===== src/rtl/rcs_pkg.sv =====
package rcs_pkg;

    // Largest chunk is 256 bytes, so a chunk length fits in nine bits.
    localparam int unsigned CHUNK_W = 9;

    typedef enum logic [1:0] {
        XS_64   = 2'd0,
        XS_128  = 2'd1,
        XS_256  = 2'd2,
        XS_RSVD = 2'd3
    } xfer_sel_e;

    // Credit limit: zero would deadlock, so it becomes one; above cap is cut to cap.
    function automatic logic [3:0] clamp_credit(input logic [3:0] raw, input logic [3:0] cap);
        if (raw == 4'd0) return 4'd1;
        if (raw > cap)   return cap;
        return raw;
    endfunction

    function automatic logic [CHUNK_W-1:0] xfer_bytes(input xfer_sel_e sel);
        case (sel)
            XS_128:  return 9'd128;
            XS_256:  return 9'd256;
            default: return 9'd64;   // XS_64 and the reserved code
        endcase
    endfunction

endpackage


===== src/rtl/rcs_chunk_sizer.sv =====
module rcs_chunk_sizer
    import rcs_pkg::*;
#(
    parameter int unsigned LEN_W = 16   // must be at least CHUNK_W
) (
    input  logic [7:0]         addr_lo,
    input  logic [LEN_W-1:0]   remain,
    input  xfer_sel_e          xfer,
    input  logic               split_en,
    output logic [CHUNK_W-1:0] chunk_len,
    output logic [CHUNK_W-1:0] cap_bytes
);

    logic               narrow;
    logic [CHUNK_W-1:0] window;
    logic [CHUNK_W-1:0] offset;
    logic [CHUNK_W-1:0] to_edge;

    always_comb begin
        cap_bytes = xfer_bytes(xfer);
        // Split mode: off a 128-byte grid, keep inside the current 64-byte line.
        narrow    = split_en && (cap_bytes > 9'd64) && (addr_lo[6:0] != 7'd0);
        window    = narrow ? 9'd64 : cap_bytes;
        offset    = {1'b0, addr_lo} & (window - 9'd1);
        to_edge   = window - offset;
        if (remain < LEN_W'(to_edge)) chunk_len = remain[CHUNK_W-1:0];
        else                          chunk_len = to_edge;
    end

endmodule


===== src/rtl/rcs_credit_ctr.sv =====
module rcs_credit_ctr
    import rcs_pkg::*;
#(
    parameter logic [3:0] CAP = 4'd12
) (
    input  logic       clk,
    input  logic       rst_n,
    input  logic       load,
    input  logic [3:0] cfg_raw,
    input  logic       issue,
    input  logic       slot_free,
    output logic       grant,
    output logic       drain_next
);

    typedef struct packed {
        logic [3:0] limit;
        logic [3:0] used;
    } cred_t;

    cred_t st_d, st_q;
    logic  free_ok;

    always_comb begin
        st_d    = st_q;
        free_ok = slot_free && (st_q.used != 4'd0);
        if (load) st_d.limit = clamp_credit(cfg_raw, CAP);
        case ({issue, free_ok})
            2'b10:   st_d.used = st_q.used + 4'd1;
            2'b01:   st_d.used = st_q.used - 4'd1;
            default: st_d.used = st_q.used;
        endcase
        grant      = st_q.used < st_q.limit;
        drain_next = (st_d.used == 4'd0);
    end

    always_ff @(posedge clk or negedge rst_n) begin
        if (!rst_n) st_q <= '{limit: 4'd1, used: 4'd0};
        else        st_q <= st_d;
    end

    // outstanding count never passes the latched limit
    a_r8_within_limit: assert property (@(posedge clk) disable iff (!rst_n)
        st_q.used <= st_q.limit);

    // the request side issues only while a slot is free
    a_r8_issue_granted: assert property (@(posedge clk) disable iff (!rst_n)
        issue |-> grant);

    // a completion with nothing outstanding leaves the count at zero
    a_r9_stray_ignored: assert property (@(posedge clk) disable iff (!rst_n)
        (slot_free && !issue && st_q.used == 4'd0) |=> (st_q.used == 4'd0));

    // a completion alone returns exactly one slot
    a_r9_slot_return: assert property (@(posedge clk) disable iff (!rst_n)
        (slot_free && !issue && st_q.used != 4'd0) |=> (st_q.used == $past(st_q.used) - 4'd1));

endmodule


===== src/rtl/rcs_job_ctrl.sv =====
module rcs_job_ctrl
    import rcs_pkg::*;
#(
    parameter int unsigned ADDR_W = 40,
    parameter int unsigned LEN_W  = 16
) (
    input  logic               clk,
    input  logic               rst_n,
    input  logic               start,
    input  logic [ADDR_W-1:0]  start_addr,
    input  logic [LEN_W-1:0]   start_len,
    input  logic [1:0]         cfg_xfer,
    input  logic               cfg_split,
    input  logic               fire,
    input  logic [CHUNK_W-1:0] chunk_len,
    input  logic               drain_next,
    output logic               load,
    output logic               busy,
    output logic               done,
    output logic [ADDR_W-1:0]  cur_addr,
    output logic [LEN_W-1:0]   remain,
    output xfer_sel_e          xfer,
    output logic               split
);

    typedef struct packed {
        logic              busy;
        logic              done;
        logic [ADDR_W-1:0] addr;
        logic [LEN_W-1:0]  remain;
        xfer_sel_e         xfer;
        logic              split;
    } job_t;

    job_t st_d, st_q;

    always_comb begin
        st_d      = st_q;
        st_d.done = 1'b0;
        load      = start && !st_q.busy;
        if (load) begin
            st_d.busy   = 1'b1;
            st_d.addr   = start_addr;
            st_d.remain = start_len;
            st_d.xfer   = xfer_sel_e'(cfg_xfer);
            st_d.split  = cfg_split;
        end else if (st_q.busy) begin
            if (fire) begin
                st_d.addr   = st_q.addr + ADDR_W'(chunk_len);
                st_d.remain = st_q.remain - LEN_W'(chunk_len);
            end
            if ((st_d.remain == '0) && drain_next) begin
                st_d.busy = 1'b0;
                st_d.done = 1'b1;
            end
        end
    end

    always_ff @(posedge clk or negedge rst_n) begin
        if (!rst_n) st_q <= '{busy: 1'b0, done: 1'b0, addr: '0, remain: '0, xfer: XS_64, split: 1'b0};
        else        st_q <= st_d;
    end

    assign busy     = st_q.busy;
    assign done     = st_q.done;
    assign cur_addr = st_q.addr;
    assign remain   = st_q.remain;
    assign xfer     = st_q.xfer;
    assign split    = st_q.split;

    // done lasts one cycle
    a_r11_single_pulse: assert property (@(posedge clk) disable iff (!rst_n)
        st_q.done |=> !st_q.done);

    // a start during a job does not move the job
    a_r2_busy_ignores_start: assert property (@(posedge clk) disable iff (!rst_n)
        (st_q.busy && start && !fire) |=> ($stable(st_q.addr) && $stable(st_q.remain)));

    // each accepted chunk advances the address by its length
    a_r7_advance: assert property (@(posedge clk) disable iff (!rst_n)
        fire |=> (st_q.addr == $past(st_q.addr) + ADDR_W'($past(chunk_len))));

endmodule


===== src/rtl/rd_chunk_splitter.sv =====
module rd_chunk_splitter
    import rcs_pkg::*;
#(
    parameter int unsigned ADDR_W   = 40,
    parameter int unsigned LEN_W    = 16,
    parameter int unsigned PEND_CAP = 12
) (
    input  logic               clk,
    input  logic               rst_n,
    input  logic [3:0]         cfg_max_pend,
    input  logic [1:0]         cfg_xfer_size,
    input  logic               cfg_split_en,
    input  logic               job_start,
    input  logic [ADDR_W-1:0]  job_addr,
    input  logic [LEN_W-1:0]   job_len,
    output logic               job_busy,
    output logic               job_done,
    output logic               req_valid,
    input  logic               req_ready,
    output logic [ADDR_W-1:0]  req_addr,
    output logic [CHUNK_W-1:0] req_len,
    input  logic               cpl_valid
);

    logic               load;
    logic               fire;
    logic               grant;
    logic               drain_next;
    logic [LEN_W-1:0]   remain;
    xfer_sel_e          xfer;
    logic               split;
    logic [CHUNK_W-1:0] chunk_len;
    logic [CHUNK_W-1:0] cap_bytes;

    rcs_job_ctrl #(.ADDR_W(ADDR_W), .LEN_W(LEN_W)) u_job (
        .clk        (clk),
        .rst_n      (rst_n),
        .start      (job_start),
        .start_addr (job_addr),
        .start_len  (job_len),
        .cfg_xfer   (cfg_xfer_size),
        .cfg_split  (cfg_split_en),
        .fire       (fire),
        .chunk_len  (chunk_len),
        .drain_next (drain_next),
        .load       (load),
        .busy       (job_busy),
        .done       (job_done),
        .cur_addr   (req_addr),
        .remain     (remain),
        .xfer       (xfer),
        .split      (split)
    );

    rcs_chunk_sizer #(.LEN_W(LEN_W)) u_size (
        .addr_lo   (req_addr[7:0]),
        .remain    (remain),
        .xfer      (xfer),
        .split_en  (split),
        .chunk_len (chunk_len),
        .cap_bytes (cap_bytes)
    );

    rcs_credit_ctr #(.CAP(4'(PEND_CAP))) u_cred (
        .clk        (clk),
        .rst_n      (rst_n),
        .load       (load),
        .cfg_raw    (cfg_max_pend),
        .issue      (fire),
        .slot_free  (cpl_valid),
        .grant      (grant),
        .drain_next (drain_next)
    );

    assign req_valid = job_busy && (remain != '0) && grant;
    assign req_len   = chunk_len;
    assign fire      = req_valid && req_ready;

    // an offered request holds until taken
    a_r10_hold: assert property (@(posedge clk) disable iff (!rst_n)
        (req_valid && !req_ready) |=> (req_valid && $stable(req_addr) && $stable(req_len)));

    // a request is never empty and never exceeds what is left
    a_r6_len_bounds: assert property (@(posedge clk) disable iff (!rst_n)
        req_valid |-> ((req_len != '0) && (LEN_W'(req_len) <= remain)));

    // without split mode, no chunk crosses a size-multiple boundary
    a_r4_no_cross: assert property (@(posedge clk) disable iff (!rst_n)
        (req_valid && !split) |->
        ((10'({1'b0, req_addr[7:0]} & (cap_bytes - 9'd1)) + 10'(req_len)) <= 10'(cap_bytes)));

    // with split mode, unaligned starts stay inside one 64-byte line
    a_r5_window: assert property (@(posedge clk) disable iff (!rst_n)
        (req_valid && split && (cap_bytes > 9'd64) && (req_addr[6:0] != 7'd0)) |->
        ((10'(req_addr[5:0]) + 10'(req_len)) <= 10'd64));

    // done is never reported while still busy
    a_r11_done_idle: assert property (@(posedge clk) disable iff (!rst_n)
        job_done |-> !job_busy);

endmodule


===== config.mk =====
export PLATFORM = sky130hd
export DESIGN_NAME = rd_chunk_splitter
export DESIGN_NICKNAME = d
export VERILOG_FILES = /design/src/rtl/rcs_pkg.sv /design/src/rtl/rcs_chunk_sizer.sv /design/src/rtl/rcs_credit_ctr.sv /design/src/rtl/rcs_job_ctrl.sv /design/src/rtl/rd_chunk_splitter.sv
export SDC_FILE = /design/constraint.sdc
export NUM_CORES = 1
export LEC_CHECK = 0
export CELL_PAD_IN_SITES_DETAIL_PLACEMENT = 1
export CELL_PAD_IN_SITES_GLOBAL_PLACEMENT = 2
export CORE_MARGIN = 5
export CORE_UTILIZATION = 38
export CTS_CLUSTER_SIZE = 12
export DETAILED_ROUTE_END_ITERATION = 6
export DONT_BUFFER_PORTS = 1
export MAX_ROUTING_LAYER = met4
export PLACE_DENSITY = 0.9
export REMOVE_ABC_BUFFERS = 1
export SETUP_SLACK_MARGIN = 0.3
export SYNTH_ARGS = -nofsm -noshare
export SYNTH_HDL_FRONTEND = slang
export SYNTH_SLANG_ARGS = --single-unit

===== constraint.sdc =====
create_clock -name clk -period 7.66 [get_ports clk]
set_input_delay 1.149 -clock clk [delete_from_list [all_inputs] [get_ports clk]]
set_output_delay 1.149 -clock clk [all_outputs]
set_load 0.01 [all_outputs]

==> results.ini <==
[flow_run]
maxCapViolations = 0

[logic_synthesis]
ys_types = 76
ys_seq_area_share_pct = 31.97
ys_ff_latch = 69
synth_edf_count = 0
yosys.area_share.simple_pct = 20.79
synth_compound_gate_area_share_pct = 22.69
muxShareOfSynthArea_pct = 4.700
avgSynthCellArea_um2 = 8.674
synthesis.yosys.warnings = 0
synth_top_area_cell = dfrtp_1
ys.flop_type = dfrtp_1
synth-adder-area-share_pct = 9.447
synth_xor_area_share_pct = 5.348
synthCells = 623
synth_area_um2 = 5404
synthTopCellsByArea = dfrtp_1 31%, ha_1 8.3%, nand2_1 4.6%, xnor2_1 3.6%, nor2_1 3.5%
synth_top_family_by_area = compound AO/OA/AOI/OAI gates
async_flop_share_pct = 100.0
synth_top_area_share_pct = 31.49

[detailed_routing]
wl_per_cell_um = 22.29
ant_nets = 0
vias = 4884
avgViaCountPerCell = 6.113
drt_pass1_iterations = 4
drc = 0
wirelength_um = 17810
drt_iter0_drc = 267

[setup_path]
critPathMaxFanout = 9
cp.required_ns = 7.90
path_class = reg2reg
regToRegSetupSlack_ns = 1.66
worstRegToRegCells = 16
arrival_ns = 6.24
crit_chain = or4_1 -> nor4_1 -> nand2_1 -> a311oi_1 -> a31oi_1 -> ha_1 -> or4_1 -> o21ai_2 -> mux2i_1 -> ha_1 -> a21oi_1 -> o2111ai_1 -> a31oi_1 -> nor2_1 -> a32oi_1 -> nand2_1
slowest_delay_ns = 0.76
path_buf_inv = 0
startpoint_type = register
rr_endpoint = u_job.cur_addr[11]$_DFFE_PN0P_
crit_family = compound AO/OA/AOI/OAI gates
setup.worst_path.end_class = register
r2r-start = u_job.cur_addr[3]$_DFFE_PN0P_
crit_path_top_delay_cell = a31oi_1

[clocking]
cts.htree.levels = 3
cts_buffers = 9
cts_hold_buf = 0
clk_latency_ns = 0.35
cts_tree = yes
cts_resized = 0
root_buffer = clkbuf_16
clkTransAtPathRegs_ns = 0.07
clockBufferDepth = 2
cts_num_sinks = 69
postCtsSetupRepairBufs = 0

[layout]
final_common_cell = dfrtp_1
nets = 721
drive_gt1_share_pct = 10.02
n_antenna_cell = 0
multi_input_area_um2 = 3418
regArea_um2 = 1728
layout_common_cells = 68 x dfrtp_1, 66 x nand2_1, 50 x nor2_1, 37 x inv_1
fillCellCount = 1613
fin_util_pct = 42.00
area_growth_pct = 8.289

[global_route]
grt_antenna_before_repair = 0
grt_max_degree = 70
grt_pass1_vias = 5298
gr-usage-all-layers_pct = 22.64
gr-total-overflow = 0
grt_pass1_wl_um = 28880

[timing]
finalHoldViolations = 0
rsz0062_at_grt = false
slew_headroom_pct = 38.94
setup_viol = 0
period_share_pct = 78.38
final.setup_skew_ns = 0.01227
finalCriticalPeriod_ns = 6.004
tns_ns = 0
slew_viol_final = 0
worst_pin_slew_ns = 0.9117
fmax_mhz = 166.6

[die]
fp.dieW_um = 129.3
io_pins = 120
core_area_um2 = 13930
initial_core_util_pct = 38.78
die-area_um2 = 16710
die_h_um = 129.3
rows = 43

[power_and_ir_drop]
power.leakage_nw = 2.342
power_density_nw_per_um2 = 490.9
peakVddDrop_v = 0.0001729

[min_path]
worstHoldPathType = in2async

[place]
routabilityCongestion = 0.8859
port_buffers = 0
dp.final_hpwl_um = 13330

[status]
outcome = complete, no violations

[power by group]
group          leakage [nW]  switching, mW  total (mW)  internal (mW)
sequential            0.835          0.241       0.725          0.484
combinational          1.37           1.02        1.74          0.714
clock                 0.135          0.181       0.411          0.230
total                  2.34           1.44        2.87           1.43
[synth_stat cells, types with 3 or more instances]
cell / count
dfrtp_1: 68
nand2_1: 66
nor2_1: 50
inv_1: 37
ha_1: 36
o21ai_0: 36
a21oi_1: 29
nand3_1: 28
xnor2_1: 22
clkbuf_1: 18
nor3_1: 17
mux2i_1: 13
o211ai_1: 13
mux2_2: 11
xor2_1: 11
a31oi_1: 9
nor4_1: 9
o311ai_0: 8
a21o_1: 7
a22oi_1: 7
o221a_2: 7
or4_1: 7
o21a_1: 6
a221o_1: 5
and3_1: 5
buf_2: 5
nand2b_1: 5
o22ai_1: 5
a211o_1: 3
a211oi_1: 3
a21boi_0: 3
a221oi_1: 3
a31o_2: 3
buf_6: 3
fa_1: 3
nand4_1: 3
nor2b_1: 3
nor3b_1: 3
o2111ai_1: 3
o211a_1: 3
o21bai_1: 3
[worst register-to-register path, stage by stage (launching register included)]
cell and delay [ns]:
dfrtp_1 0.48, or4_1 0.60, nor4_1 0.35, nand2_1 0.13, a311oi_1 0.30, a31oi_1 0.10
ha_1 0.21, or4_1 0.49, o21ai_2 0.23, mux2i_1 0.66, ha_1 0.36, a21oi_1 0.29
o2111ai_1 0.28, a31oi_1 0.76, nor2_1 0.27, a32oi_1 0.29, nand2_1 0.08
[through the flow]
step                      hold WS [ns]  instances  total power, mW  worst slack [ns]  instance area (um^2)
after floorplan                 0.4544        596            1.958             1.536                  5274
after global placement          0.4716        783            2.381             2.037                  5567
after detailed placement        0.4922        783            2.453             1.704                  5567
after CTS                       0.4780        799            2.882             1.677                  5852
after global routing            0.4727        799            3.110             1.200                  5852
final                           0.4901        799            2.873             1.656                  5852
[cells by family after synthesis]
| logic type | Yosys count |
|---|---|
| simple gates | 221 |
| compound gates | 172 |
| flops | 69 |
| buf+inv | 65 |
| fa+ha+maj | 39 |
| xor+xnor | 33 |
| mux | 24 |
[registers in the layout, indices dropped and copies added (netlist names)]
name and cells:
u_cred.st_q 8, u_job.busy 1, u_job.cur_addr 40, u_job.done 1, u_job.remain 16, u_job.split 1, u_job.xfer 2
[layout make-up]
type,instances,area share [%]
Clock buffer,10,4.084
Multi-Input combinational cell,489,58.41
Inverter,38,2.437
Clock inverter,6,0.7911
Sequential cell,69,29.53
Tap cell,180,3.849
Timing Repair Buffer,7,0.8980
[per-layer routing]
layer / wire length [um] / vias to the layer above / GRT usage [%] / share of wire [%]
met3: 1292 / 25 / 6.760 / 7.3
met4: 394 / 0 / 7.041 / 2.2
met1: 7704 / 2411 / 27.77 / 43
met5: 0 / - / - / 0
li1: - / 2297 / - / -
met2: 8417 / 151 / 36.01 / 47
[worst max path at each step]
| stage | start | endpoint | slack (ns) | cells past startpoint |
|---|---|---|---|---|
| 2_1_floorplan | u_job.cur_addr[3]$_DFFE_PN0P_ | u_job.cur_addr[16]$_DFFE_PN0P_ | 1.54 | 18 |
| 3_3_place_gp | u_job.cur_addr[3]$_DFFE_PN0P_ | u_job.cur_addr[29]$_DFFE_PN0P_ | 2.04 | 16 |
| 3_5_place_dp | u_job.cur_addr[3]$_DFFE_PN0P_ | u_job.cur_addr[11]$_DFFE_PN0P_ | 1.70 | 16 |
| 4_1_cts | u_job.cur_addr[3]$_DFFE_PN0P_ | u_job.cur_addr[11]$_DFFE_PN0P_ | 1.68 | 16 |
| 5_1_grt | u_job.cur_addr[3]$_DFFE_PN0P_ | u_job.cur_addr[11]$_DFFE_PN0P_ | 1.20 | 16 |
| 6_report | u_job.cur_addr[3]$_DFFE_PN0P_ | u_job.cur_addr[11]$_DFFE_PN0P_ | 1.66 | 16 |
(Power assumes the default switching activity.)
